===== config.mk =====
export PLATFORM = sky130hd
export DESIGN_NAME = amc_pwm_gen
export DESIGN_NICKNAME = d
export VERILOG_FILES = /design/src/rtl/amc_pkg.sv /design/src/rtl/amc_timebase.sv /design/src/rtl/amc_sequencer.sv /design/src/rtl/amc_sine_rom.sv /design/src/rtl/amc_modulator.sv /design/src/rtl/amc_pwm_gen.sv
export SDC_FILE = /design/constraint.sdc
export NUM_CORES = 1
export LEC_CHECK = 0
export BUFFER_PORTS_ARGS = -buffer_cell sky130_fd_sc_hd__buf_2
export CAP_MARGIN = 20
export CORE_UTILIZATION = 55
export CTS_CLUSTER_DIAMETER = 30
export DETAILED_ROUTE_END_ITERATION = 8
export PLACE_DENSITY = 0.72
export REMOVE_ABC_BUFFERS = 1
export SYNTH_ARGS = -nofsm -noshare
export SYNTH_HDL_FRONTEND = slang
export SYNTH_SLANG_ARGS = --single-unit

===== constraint.sdc =====
create_clock -name clk -period 15.05 [get_ports clk]
set_input_delay 2.2575 -clock clk [delete_from_list [all_inputs] [get_ports clk]]
set_output_delay 2.2575 -clock clk [all_outputs]
set_load 0.05 [all_outputs]

===== src/rtl/amc_pkg.sv =====
// Package amc_pkg
// Shared constants, types and the quarter-wave sine magnitude table.
// Assumes a 1.8 degree step, so there are 50 intervals per quarter.
package amc_pkg;
    localparam int QTR_STEPS = 50;
    localparam int SINE_W    = 11;
    localparam int MAG_W     = 10;
    localparam int ADDR_W    = $clog2(QTR_STEPS + 1);

    typedef logic [SINE_W-1:0] sine_word_t;
    typedef logic [ADDR_W-1:0] qaddr_t;

    // floor(1024*sin(k*1.8 deg)) clamped to 1023; MSB is zero for every entry
    function automatic sine_word_t quarter_sine(input qaddr_t k);
        case (k)
            6'd0:  return 11'd0;    6'd1:  return 11'd32;   6'd2:  return 11'd64;
            6'd3:  return 11'd96;   6'd4:  return 11'd128;  6'd5:  return 11'd160;
            6'd6:  return 11'd191;  6'd7:  return 11'd223;  6'd8:  return 11'd254;
            6'd9:  return 11'd285;  6'd10: return 11'd316;  6'd11: return 11'd346;
            6'd12: return 11'd376;  6'd13: return 11'd406;  6'd14: return 11'd435;
            6'd15: return 11'd464;  6'd16: return 11'd493;  6'd17: return 11'd521;
            6'd18: return 11'd548;  6'd19: return 11'd575;  6'd20: return 11'd601;
            6'd21: return 11'd627;  6'd22: return 11'd652;  6'd23: return 11'd677;
            6'd24: return 11'd700;  6'd25: return 11'd724;  6'd26: return 11'd746;
            6'd27: return 11'd768;  6'd28: return 11'd789;  6'd29: return 11'd809;
            6'd30: return 11'd828;  6'd31: return 11'd846;  6'd32: return 11'd864;
            6'd33: return 11'd881;  6'd34: return 11'd897;  6'd35: return 11'd912;
            6'd36: return 11'd926;  6'd37: return 11'd939;  6'd38: return 11'd952;
            6'd39: return 11'd963;  6'd40: return 11'd973;  6'd41: return 11'd983;
            6'd42: return 11'd991;  6'd43: return 11'd999;  6'd44: return 11'd1005;
            6'd45: return 11'd1011; 6'd46: return 11'd1015; 6'd47: return 11'd1019;
            6'd48: return 11'd1021; 6'd49: return 11'd1023;
            default: return 11'd1023;
        endcase
    endfunction
endpackage


===== src/rtl/amc_timebase.sv =====
// Module amc_timebase
// Produces a one-clock step pulse every div_sel+1 clocks while enabled.
// Assumes div_sel is changed only while enable is low.
module amc_timebase #(
    parameter int DIV_W = 8
) (
    input  logic             clk,
    input  logic             rst_n,
    input  logic             enable,
    input  logic [DIV_W-1:0] div_sel,
    output logic             tick
);
    logic [DIV_W-1:0] cnt;

    assign tick = enable && (cnt == div_sel);

    // Divider count: cleared when idle or on each step
    always_ff @(posedge clk) begin
        if (!rst_n || !enable || tick) cnt <= '0;
        else                           cnt <= cnt + 1'b1;
    end

    // with a nonzero divide setting, two steps are never adjacent
    assert_tick_spacing_R3: assert property (@(posedge clk) disable iff (!rst_n)
        (tick && div_sel != '0 && $stable(div_sel)) |=> !tick);
endmodule


===== src/rtl/amc_sequencer.sv =====
// Module amc_sequencer
// Steps the triangle counter and the sine phase on timebase steps, and
// mirrors the quarter-table address. Returns to phase zero when disabled.
module amc_sequencer #(
    parameter int CAR_LOG2 = 4,
    parameter int SUB_LOG2 = 2
) (
    input  logic                  clk,
    input  logic                  rst_n,
    input  logic                  enable,
    input  logic                  tick,
    output amc_pkg::qaddr_t       rom_addr,
    output logic                  neg_half,
    output logic [CAR_LOG2:0]     tri_val
);
    import amc_pkg::*;
    localparam logic [CAR_LOG2:0] TRI_TURN = (CAR_LOG2+1)'((1 << CAR_LOG2) - 1);
    localparam logic [CAR_LOG2:0] TRI_ONE  = (CAR_LOG2+1)'(1);
    localparam qaddr_t            OFF_LAST = ADDR_W'(QTR_STEPS - 1);
    localparam qaddr_t            OFF_TOP  = ADDR_W'(QTR_STEPS);

    logic [1:0]          quarter;
    qaddr_t              offset;
    logic [SUB_LOG2-1:0] sub;
    logic                tri_up;
    logic [CAR_LOG2:0]   tri_q;

    // Waveform state: triangle up/down count, sub-step count and sine phase
    always_ff @(posedge clk) begin
        if (!rst_n || !enable) begin
            quarter <= '0;
            offset  <= '0;
            sub     <= '0;
            tri_up  <= 1'b1;
            tri_q   <= '0;
        end else if (tick) begin
            if (tri_up) begin
                tri_q <= tri_q + 1'b1;
                if (tri_q == TRI_TURN) tri_up <= 1'b0;
            end else begin
                tri_q <= tri_q - 1'b1;
                if (tri_q == TRI_ONE) tri_up <= 1'b1;
            end
            sub <= sub + 1'b1;
            if (&sub) begin
                if (offset == OFF_LAST) begin
                    offset  <= '0;
                    quarter <= quarter + 1'b1;
                end else begin
                    offset <= offset + 1'b1;
                end
            end
        end
    end

    // Mirror the address in odd quarters; the sign comes from the upper half
    always_comb begin
        rom_addr = quarter[0] ? (OFF_TOP - offset) : offset;
        neg_half = quarter[1];
        tri_val  = tri_q;
    end

    // every step moves the triangle by exactly one count
    assert_tri_step_R5: assert property (@(posedge clk) disable iff (!rst_n)
        tick |=> (!enable || tri_q == $past(tri_q) + 1'b1 || tri_q + 1'b1 == $past(tri_q)));
    // without a step the waveform state holds
    assert_state_hold_R3: assert property (@(posedge clk) disable iff (!rst_n)
        (enable && !tick) |=> ($stable(tri_q) && $stable(offset) && $stable(quarter)));
endmodule


===== src/rtl/amc_sine_rom.sv =====
// Module amc_sine_rom
// Reads the quarter table and applies the sign for the negative half-cycle.
// Purely combinational; assumes addr never exceeds the quarter length.
module amc_sine_rom (
    input  amc_pkg::qaddr_t     addr,
    input  logic                neg_half,
    output amc_pkg::sine_word_t sample
);
    import amc_pkg::*;
    sine_word_t word;

    // Table read followed by two's-complement sign selection
    always_comb begin
        word   = quarter_sine(addr);
        sample = neg_half ? (~word + 1'b1) : word;
    end
endmodule


===== src/rtl/amc_modulator.sv =====
// Module amc_modulator
// Scales the sine magnitude by the index (the reference) and by the triangle
// (the carrier), compares the two and registers one gate per device group.
module amc_modulator #(
    parameter int MI_W     = 12,
    parameter int MI_FRAC  = 10,
    parameter int CAR_LOG2 = 4
) (
    input  logic                clk,
    input  logic                rst_n,
    input  logic                enable,
    input  amc_pkg::sine_word_t sample,
    input  logic [CAR_LOG2:0]   tri_val,
    input  logic [MI_W-1:0]     mod_index,
    output logic                gate_pos,
    output logic                gate_neg
);
    import amc_pkg::*;
    localparam int REF_PW = MI_W + MAG_W;
    localparam int CAR_PW = CAR_LOG2 + 1 + MAG_W;
    localparam logic [REF_PW-1:0] REF_MAX = REF_PW'((1 << MAG_W) - 1);

    logic              sample_neg;
    logic [MAG_W-1:0]  mag;
    logic [REF_PW-1:0] ref_prod, ref_shift;
    logic [MAG_W-1:0]  ref_sat;
    logic [CAR_PW-1:0] car_prod, car_shift;
    logic              active;

    // Magnitude, saturated reference, envelope-scaled carrier and comparison
    always_comb begin
        sample_neg = sample[SINE_W-1];
        mag        = sample_neg ? MAG_W'(~sample + 1'b1) : sample[MAG_W-1:0];
        ref_prod   = REF_PW'(mod_index) * REF_PW'(mag);
        ref_shift  = ref_prod >> MI_FRAC;
        ref_sat    = (ref_shift > REF_MAX) ? REF_MAX[MAG_W-1:0] : ref_shift[MAG_W-1:0];
        car_prod   = CAR_PW'(tri_val) * CAR_PW'(mag);
        car_shift  = car_prod >> CAR_LOG2;
        active     = CAR_PW'(ref_sat) > car_shift;
    end

    // Registered gates: half-cycle sign chooses the device group
    always_ff @(posedge clk) begin
        if (!rst_n) begin
            gate_pos <= 1'b0;
            gate_neg <= 1'b0;
        end else begin
            gate_pos <= enable && active && !sample_neg;
            gate_neg <= enable && active && sample_neg;
        end
    end

    // the two device groups are never driven together
    assert_gates_exclusive_R9: assert property (@(posedge clk) disable iff (!rst_n)
        !(gate_pos && gate_neg));
    // a disabled cycle is followed by both gates low
    assert_idle_low_R2: assert property (@(posedge clk) disable iff (!rst_n)
        !enable |=> (!gate_pos && !gate_neg));
    // a zero sine sample never produces a pulse
    assert_zero_sample_R8: assert property (@(posedge clk) disable iff (!rst_n)
        (sample == '0) |=> (!gate_pos && !gate_neg));
endmodule


===== src/rtl/amc_pwm_gen.sv =====
// Module amc_pwm_gen (top)
// Unipolar PWM with a triangle carrier whose peak follows the sine envelope.
// A single quarter-wave table feeds both the reference and the carrier.
// Assumes clk_div and mod_index are changed only while enable is low.
module amc_pwm_gen #(
    parameter int DIV_W    = 8,
    parameter int MI_W     = 12,
    parameter int MI_FRAC  = 10,
    parameter int CAR_LOG2 = 4,
    parameter int SUB_LOG2 = 2
) (
    input  logic            clk,
    input  logic            rst_n,
    input  logic            enable,
    input  logic [MI_W-1:0] mod_index,
    input  logic [DIV_W-1:0] clk_div,
    output logic            gate_pos,
    output logic            gate_neg
);
    import amc_pkg::*;

    logic              tick;
    qaddr_t            rom_addr;
    logic              neg_half;
    logic [CAR_LOG2:0] tri_val;
    sine_word_t        sample;

    amc_timebase #(.DIV_W(DIV_W)) u_timebase (
        .clk(clk), .rst_n(rst_n), .enable(enable), .div_sel(clk_div), .tick(tick));

    amc_sequencer #(.CAR_LOG2(CAR_LOG2), .SUB_LOG2(SUB_LOG2)) u_sequencer (
        .clk(clk), .rst_n(rst_n), .enable(enable), .tick(tick),
        .rom_addr(rom_addr), .neg_half(neg_half), .tri_val(tri_val));

    amc_sine_rom u_rom (
        .addr(rom_addr), .neg_half(neg_half), .sample(sample));

    amc_modulator #(.MI_W(MI_W), .MI_FRAC(MI_FRAC), .CAR_LOG2(CAR_LOG2)) u_modulator (
        .clk(clk), .rst_n(rst_n), .enable(enable), .sample(sample), .tri_val(tri_val),
        .mod_index(mod_index), .gate_pos(gate_pos), .gate_neg(gate_neg));
endmodule


=== Word-level counts from Yosys, hierarchy flattened ===
Memories as Yosys holds them, arrays and structs flattened.
Index checks and enable logic that the tools add are counted.

* Flip-flop bits (word level): 26
* Memory bits (read-only): 640
* Output and inout port bits: 2
* Word-level logic and storage cells: 48
* Memories: 1

{| class="wikitable"
|+ Memories
! memory !! words !! width !! rd ports !! clocked after Yosys merged registers in !! wr ports !! RTL line !! source
|-
| (name not given) || 64 || 10 || 1 || 0 || 0 || amc_pkg.sv:15 || <nowiki>case (k)</nowiki>
|}

* Add/subtract/negate cells: 9
* $mul: 2
* $lt $le $gt $ge: 2
* Eq/ne operators: 4
* Muxes and demuxes: 9
* Bitwise gates (word level): 2
* Reduce and logical (&&, ||, !) cells: 11

{| class="wikitable"
|+ Operator list
! operator !! count
|-
| $mul A12 B10 Y22 || 1
|-
| $mux W10 || 2
|-
| $mul A5 B10 Y15 || 1
|-
| $gt A12 B10 Y1 const B || 1
|-
| $mux W6 || 2
|-
| $add A11 B1 Y11 const B || 1
|-
| $gt A10 B11 Y1 || 1
|-
| $mux W11 || 1
|-
| $not A11 Y11 || 1
|-
| $add A10 B1 Y10 const B || 1
|-
| $not A10 Y10 || 1
|-
| $add A8 B1 Y8 const B || 1
|-
| $eq A8 B8 Y1 || 1
|-
| $add A6 B1 Y6 const B || 1
|-
| $eq A6 B6 Y1 const B || 1
|-
| $sub A6 B6 Y6 const A || 1
|-
| $add A5 B1 Y5 const B || 1
|-
| $eq A5 B1 Y1 const B || 1
|-
| $eq A5 B4 Y1 const B || 1
|-
| $mux W5 || 1
|-
| $sub A5 B1 Y5 const B || 1
|-
| $add A2 B1 Y2 const B || 2
|-
| $logic_and A1 B1 Y1 || 4
|-
| $reduce_and A4 Y1 || 1
|-
| other kinds (4) || 9
|}

=== Longest topological paths before layout ===
Gate-level depths: netlist of the first run.
An unclocked memory read counts as a cell.

* Word-level depth: 15
* Depth in mapped cells: 53
* Depth with buffers taken out: 51

=== Cells and area by module ===
A second synthesis of the first run with hierarchy kept.

* Cell total of the unflattened synthesis: 976
* Area total of the unflattened synthesis: 8,126.5 µm²

{| class="wikitable"
|+ By module, submodules not included
! module !! instances !! cells an instance !! area each (µm²)
|-
| amc_modulator || 1 || 655 || 5,556.6
|-
| amc_sine_rom || 1 || 155 || 1,101.1
|-
| amc_sequencer || 1 || 119 || 1,001.0
|-
| amc_timebase || 1 || 47 || 467.9
|}

=== Least setup slack after synthesis of the first run ===
Ideal clock, no wire load.

* Path type: register -> register
* From: register u_sequencer.offset[1]
* To: register u_modulator.gate_pos
* Library setup time: 121 ps
* Arrival time: 10,507 ps
* Required time: 14,929 ps
* Slack: 4,421 ps
* Cell stages (with the launch flop): 48
* Clock period less this slack: 10,629 ps
* Cell sequence: dfxtp_1 > buf_2 > inv_1 > ha_1 > mux2_2 > ha_1 > mux2_2 > a32o_1 > nor2_1 > inv_1 > ha_1 > nor4_1 > a21oi_1 > o31ai_2 > nand4bb_4 > o41ai_2 > xnor2_2 > buf_6 > [... 12 more ...] > nand3_1 > o21ai_0 > a21bo_2 > nor4b_1 > nand4b_1 > nor2_2 > nand2_1 > ha_1 > nor2b_1 > o21a_1 > o21ai_0 > nand2b_1 > a21oi_1 > nor2b_1 > o21ai_0 > a21oi_1 > o31a_1 > nor3b_1

* Cells in the longest elaborated chain, start to end: 15
* Elaborated cells on any way between the ends: 17
* Classes of those cells: add/sub (3); mul (2); order compare (2); mux (4); bitwise (2); reduce/logical (3); memory (1)

{| class="wikitable"
|+ Ends and longest elaborated chain
! element !! RTL line !! source
|-
| start, declared || amc_sequencer.sv:23 || <nowiki>qaddr_t offset;</nowiki>
|-
| start signal, assigned || amc_sequencer.sv:50 || <nowiki>offset <= offset + 1'b1;</nowiki>
|-
| $sub A6 B6 Y6 || amc_sequencer.sv:58 || <nowiki>rom_addr = quarter[0] ? (OFF_TOP - offset) : offset;</nowiki>
|-
| $mux W6 (*) || amc_sequencer.sv:58 ||
|-
| $mem_v2 Z64 W10 (*) || - ||
|-
| $not A11 Y11 || amc_sine_rom.sv:15 || <nowiki>sample = neg_half ? (~word + 1'b1) : word;</nowiki>
|-
| $add A11 B1 Y11 || amc_sine_rom.sv:15 ||
|-
| $mux W11 (*) || amc_sine_rom.sv:15 ||
|-
| $not A10 Y10 || amc_modulator.sv:33 || <nowiki>mag = sample_neg ? MAG_W'(~sample + 1'b1) : sample[MAG_W-1:0];</nowiki>
|-
| $add A10 B1 Y10 || amc_modulator.sv:33 ||
|-
| $mux W10 || amc_modulator.sv:33 ||
|-
| $mul A12 B10 Y22 || amc_modulator.sv:34 || <nowiki>ref_prod = REF_PW'(mod_index) * REF_PW'(mag);</nowiki>
|-
| $gt A12 B10 Y1 || amc_modulator.sv:36 || <nowiki>ref_sat = (ref_shift > REF_MAX) ? REF_MAX[MAG_W-1:0] : ref_shift[MAG_W-1:0];</nowiki>
|-
| $mux W10 || amc_modulator.sv:36 ||
|-
| $gt A10 B11 Y1 || amc_modulator.sv:39 || <nowiki>active = CAR_PW'(ref_sat) > car_shift;</nowiki>
|-
| $logic_and A1 B1 Y1 || amc_modulator.sv:48 || <nowiki>gate_pos <= enable && active && !sample_neg;</nowiki>
|-
| $logic_and A1 B1 Y1 (*) || amc_modulator.sv:48 ||
|-
| end signal, assigned || amc_modulator.sv:48 ||
|-
| end, declared || amc_modulator.sv:15 || <nowiki>output logic gate_pos,</nowiki>
|}

Every way passes the cells marked *; elsewhere a longest branch is shown, timed or not.
A chain may end at the register's enable or synchronous reset.

=== Worst setup path after layout of the first run ===
* From: register u_sequencer.offset[0]
* To: register u_modulator.gate_pos

Same word-level chain as after synthesis.

==> results of run 1 <==
-- layout by cell type, fill, tap and decap left out, types with 16 or more instances in the layout --
cell      instances
and3_1           17
nand2b_1         16
nor3_1           18
o21ai_0          48
ha_1            100
nand2_1         159
nor2_1           54
and2_1           59
inv_1           142
a21oi_1          44
dfxtp_1          26
xor2_1           28
buf_2            24
fa_1            100
xnor2_1          30
-- metal layers --
metal / vias to the layer above / share of wire [%] / track usage, %
li1: 3642 / - / -
met1: 3663 / 46 / 37.4
met2: 230 / 48 / 44.4
met3: 31 / 4.6 / 2.55
met4: 0 / 1.4 / 4.57
met5: - / 0 / 0
-- layout make-up --
class                   count  area (um2)  area share, %
inverters                 142         533           5.89
clock inverters             1        30.0          0.332
repair buffers             39         233           2.57
multi-input cells         877        7390           81.7
flip-flops and latches     26         520           5.75
well taps                 211         264           2.92
clock buffers               3        75.1          0.830
-- Yosys cell counts, drive strengths merged (6+ instances only) --
| library cell | instances | area [um2] |
|---|---|---|
| nor2b | 13 | 81.3 |
| buf | 39 | 238 |
| ha | 100 | 1250 |
| a211oi | 12 | 108 |
| xor2 | 28 | 245 |
| xnor2 | 32 | 295 |
| inv | 142 | 533 |
| o21ai | 52 | 260 |
| clkbuf | 19 | 72.6 |
| o31ai | 7 | 57.6 |
| fa | 100 | 2000 |
| or2 | 6 | 37.5 |
| a21oi | 46 | 238 |
| dfxtp | 26 | 521 |
| nor3 | 20 | 116 |
| nand3 | 14 | 70.1 |
| and3 | 17 | 106 |
| a221oi | 6 | 58.8 |
| nand4 | 10 | 62.6 |
| o21a | 7 | 52.6 |
| nand2b | 16 | 100 |
| a21o | 6 | 45.0 |
| and2 | 66 | 428 |
| nand2 | 161 | 614 |
| nor2 | 57 | 226 |
-- state kept, by name, summed over array words and instances, names as in the netlist --
register,flops
u_sequencer.sub,2
u_sequencer.quarter,2
u_modulator.gate_neg,1
u_sequencer.offset,6
u_sequencer.tri_val,5
u_sequencer.tri_up,1
u_modulator.gate_pos,1
u_timebase.cnt,8
-- how the worst min path moves through the flow --
stage / cells past startpoint / from / to
4_1_cts: 1 / u_timebase.cnt[0]$_SDFF_PP0_ / u_timebase.cnt[0]$_SDFF_PP0_
2_1_floorplan: 1 / u_timebase.cnt[0]$_SDFF_PP0_ / u_timebase.cnt[0]$_SDFF_PP0_
6_report: 1 / u_timebase.cnt[0]$_SDFF_PP0_ / u_timebase.cnt[0]$_SDFF_PP0_
5_1_grt: 1 / u_timebase.cnt[0]$_SDFF_PP0_ / u_timebase.cnt[0]$_SDFF_PP0_
3_5_place_dp: 1 / u_timebase.cnt[0]$_SDFF_PP0_ / u_timebase.cnt[0]$_SDFF_PP0_
3_3_place_gp: 1 / u_timebase.cnt[0]$_SDFF_PP0_ / u_timebase.cnt[0]$_SDFF_PP0_
-- kinds of logic after synthesis --
family          Yosys count
compound gates          206
fa+ha+maj               200
xor+xnor                 60
mux                       8
simple gates            403
flops                    26
buf+inv                 200
-- power groups by stage --
stage	Sequential (uW)	Combinational, uW	Clock, uW
finish	69.3	11.6	77.3
global route	69.3	12.4	81.0
CTS	69.3	11.5	78.6
detailed placement	70.9	11.4	0
global placement	70.9	11.3	0
floorplan	70.8	2.39	0
-- worst register-to-register path, delay by kind of cell (launching register included) --
kind / cells / cell delay [ns]
compound gates: 15 / 3.49
xor+xnor: 3 / 1.15
fa+ha+maj: 9 / 4.16
buf+inv: 3 / 0.40
flops: 1 / 0.76
simple gates: 13 / 2.38
-- stage by stage --
step	power (uW)	setup WS (ns)	std cells	hold WS, ns	util, %
final	158	2.57	1299	0.471	58.9
after global routing	163	1.57	1299	0.490	58.9
after CTS	159	2.60	1299	0.478	58.9
after detailed placement	82.3	2.62	1295	0.462	58.2
after global placement	82.2	2.88	1295	0.461	58.2
after floorplan	73.2	3.82	1045	0.436	-
==> impl_metrics.ini, run 1 <==
[status]
status = complete, no violations

[yosys]
synthFlopType = dfxtp_1
postSynthCellCount = 1103
synth_xor_area_share_pct = 6.18
yosysSeqAreaShare_pct = 5.95
synth_top_family_by_area = adder cells
synthAdderAreaFrac_pct = 37.2
ys_async_sr_fraction_pct = 0
synth-simple-area-share_pct = 23.5
ys_seq_elements = 26
synth.area.mux_share_pct = 0.986
ys_warn_count = 0
post_synth_num_cell_types = 93
netlist_area_mm2 = 0.00875
synth_edf_count = 0
postSynthAreaPerCell_um2 = 7.93
synth_compound_area_share_pct = 16.6

[global_routing]
antenna_found_initial = 0
grt_max_degree = 43
groute.usage.overall_pct = 26.4
grt_pass1_wl_mm = 35.5
overflow = 0
grt_pass1_vias = 7391

[worst_setup_path]
crit_family = adder cells
critPathArrivalTime_ns = 12.62
crit_type = reg -> reg
ff2ff_path_depth = 43
cpMostUsedCell = fa_1
crit_end = u_modulator.gate_pos$_SDFF_PN0_
crit_buf_inv = 3
r2r-start = u_sequencer.offset[0]$_SDFFE_PP0P_
startpoint_type = flop
crit_required_ns = 15.19
rrSetupSlack_ns = 2.57
cpMaxStageDelayCell = dfxtp_1
end_kind = flop
cp.depth = 43
reg2reg_to = u_modulator.gate_pos$_SDFF_PN0_
cp-startpoint = u_sequencer.offset[0]$_SDFFE_PP0P_
critPathMaxFanout = 23
cpPeakStageDelay_ns = 0.76

[route]
drc_errors = 0
drt-initial-drc-count = 598
drt.antenna.violating_nets = 0
wl_mm = 20.5
wl_per_cell_um = 15.8
via_per_inst = 5.82
dr.pass1.iters = 5
vias = 7566

[timing]
worstMarginPinSlew_ns = 0.915
finalCriticalPeriod_ns = 12.48
skew_ns = 0.00222
max_freq_ghz = 0.0801
setup_tns_ns = 0
drv_slew = 0
setup_viol_count_final = 0
rsz0062_at_grt = no
finalHoldViolCount = 0
fin_crit_sh_pct = 82.9
maxSlewHeadroom_pct = 37.4

[pwr]
clock_power_share_pct = 48.9
p_per_area_mw_per_mm2 = 17.5
peakVddDrop_v = 0.0000399
sw_frac_of_total_pct = 20.8
power_frac_seq_pct = 43.8
p_leak_uw = 0.00445
p_comb_share_pct = 7.3
power.switching_uw = 32.9
p_int_uw = 125

[die]
die_h_um = 128
die_w_um = 128
coreArea_mm2 = 0.0154
die_area_mm2 = 0.0164
start_util_pct = 56.9
num_io_pins = 25
rows = 45

[layout]
final_nets = 1312
final_area_mm2 = 0.00905
areaGrowthSynthToFinish_pct = 3.40
drive_above_1_share_pct = 8.18
n_antenna_cell = 0
fillerInstances = 1440

[clocking]
clk_latency_ns = 0.26
clk_path_buf_depth = 2
htreeDepth = 1
cts-root-buf = clkbuf_16
clkTransAtPathRegs_ns = 0.07
clkSinkCount = 26
cts_setup_buffers = 0
tritoncts = yes
cts_buffers = 3
cts_resized = 0
cts_hold_buf = 0

[place]
dpl_cell_area_mm2 = 0.00894
gp_congestion = 0.934
dp_hpwl_mm = 16.1
port_buffers = 24

[flow_run]
drv_cap = 0

[worst_hold_path]
min_path_type = reg -> reg
Note: power is estimated with default switching activity, not from simulation.
==> run 2: changes to the inputs <==
==> constraint.sdc (replaced) <==
create_clock -name clk -period 12.3 [get_ports clk]
set_input_delay 1.845 -clock clk [delete_from_list [all_inputs] [get_ports clk]]
set_output_delay 1.845 -clock clk [all_outputs]
set_load 0.05 [all_outputs]
==> run 2 against run 1 <==
Effect of this change:
- fmax increased by 9.0%
- sequential power rose by 23%
- setup slack lost 1.7 ns
- critical path type unchanged
- critical path depth rose by 4
- global-route usage decreased by 0.50 points
- highest routed layer unchanged
- via count up 0.13%
==> impl_metrics.ini, run 2 (synthesis gave the netlist of run 1 again) <==
[die]
start_util_pct = 56.9
coreArea_mm2 = 0.0154
die_w_um = 128
rows = 45
die_h_um = 128
num_io_pins = 25
die_area_mm2 = 0.0164

[worst_setup_path]
critPathMaxFanout = 17
crit_buf_inv = 6
startpoint_type = flop
cpMostUsedCell = inv_1
crit_family = adder cells
cpMaxStageDelayCell = fa_1
crit_type = reg -> reg
crit_required_ns = 12.43
critPathArrivalTime_ns = 11.58
cpPeakStageDelay_ns = 0.55
end_kind = flop
cp-startpoint = u_sequencer.offset[1]$_SDFFE_PP0P_
r2r-start = u_sequencer.offset[1]$_SDFFE_PP0P_

[place]
dp.cells = 1301
dp_hpwl_mm = 16.2
port_buffers = 24
gp_congestion = 0.958

[clocking]
htreeDepth = 1
cts_hold_buf = 0
cts-root-buf = clkbuf_16
clkSinkCount = 26
clk_path_buf_depth = 2
tritoncts = yes
clkTransAtPathRegs_ns = 0.07
cts_buffers = 3
clk_latency_ns = 0.26
cts_setup_buffers = 0

[route]
wl_per_cell_um = 15.7
wl_mm = 20.4
dr.pass1.iters = 6
route.met3.wl_um = 922
highest_layer = met4
via_per_inst = 5.81
vias = 7576
drt.antenna.violating_nets = 0
met1_length_mm = 9.49
drc_errors = 0
drt-initial-drc-count = 494
routed-wl-met2_mm = 9.63

[global_routing]
antenna_found_initial = 0
overflow = 0
grt_pass1_vias = 7323
grt_pass1_wl_mm = 35.0
grt_max_degree = 26
groute.usage.overall_pct = 25.9

[layout]
stdcell_count = 1305
final_nets = 1318
seq_area_um2 = 522
areaGrowthSynthToFinish_pct = 4.40
multi_input_area_mm2 = 0.00745
drive_above_1_share_pct = 9.05
regMostFlops = u_timebase.cnt
final_common_cell = nand2_1
fillerInstances = 1392
n_antenna_cell = 0
largest_reg_flops = 8
final_cell_mix = nand2_1 (159), inv_1 (142), fa_1 (100)

[timing]
skew_ns = 0.00529
max_freq_ghz = 0.0873
finalCriticalPeriod_ns = 11.45
fin_crit_sh_pct = 93.1
finalHoldViolCount = 0
drv_slew = 0
worstMarginPinSlew_ns = 0.917
setup_viol_count_final = 0
maxSlewHeadroom_pct = 37.3

[worst_hold_path]
min_path_type = reg -> reg
min-delay-start = u_timebase.cnt[0]$_SDFF_PP0_

[pwr]
peakVddDrop_v = 0.0000546
p_leak_uw = 0.00448
p_per_area_mw_per_mm2 = 19.4
power_uw = 177

[status]
status = complete, no violations

[flow_run]
drv_cap = 0
==> run 2: routing by layer <==
metal | vias up | track usage (%)
met5 | - | 0
li1 | 3668 | -
met2 | 215 | 43.4
met3 | 39 | 1.71
met4 | 0 | 6.09
met1 | 3654 | 36.6
==> run 2: cell type report <==
class | count | area share, %
Multi-Input combinational cell | 877 | 81.6
Inverter | 142 | 5.83
Sequential cell | 26 | 5.71
Timing Repair Buffer | 45 | 3.04
Tap cell | 211 | 2.89
Clock buffer | 4 | 0.972
==> run 2: timing repair <==
item,in CTS,in global routing
resized for setup,0,10
endpoints found under the hold margin,0,0
endpoints found under the setup margin,0,2
==> run 2: power breakdown <==
| group | switching [uW] | total [uW] | internal, uW |
|---|---|---|---|
| registers | 0.383 | 84.9 | 84.5 |
| clock network | 28.4 | 78.1 | 49.7 |
| logic | 9.82 | 13.9 | 4.07 |
==> run 2: final timing paths <==
kind / end / slack (ns) / cells past startpoint
worst max-delay path: u_modulator.gate_pos$_SDFF_PN0_ / 0.85 / 47
worst min register to register: u_timebase.cnt[0]$_SDFF_PP0_ / 0.48 / 1
worst min-delay path: u_timebase.cnt[0]$_SDFF_PP0_ / 0.48 / 1
worst max register to register: u_modulator.gate_pos$_SDFF_PN0_ / 0.85 / 47
==> run 2: stage by stage <==
step           setup TNS (ns)  worst slack [ns]  utilization (%)  hold slack [ns]  area [um2]
6_report                    0             0.850             59.4            0.478        9140
5_1_grt             -0.000139         -0.000139             59.4            0.497        9140
4_1_cts                     0             0.495             59.1            0.486        9080
3_5_place_dp                0             0.545             58.5            0.470        8990
3_3_place_gp                0             0.673             58.5            0.458        8990
2_1_floorplan               0              1.07                -            0.436        8440
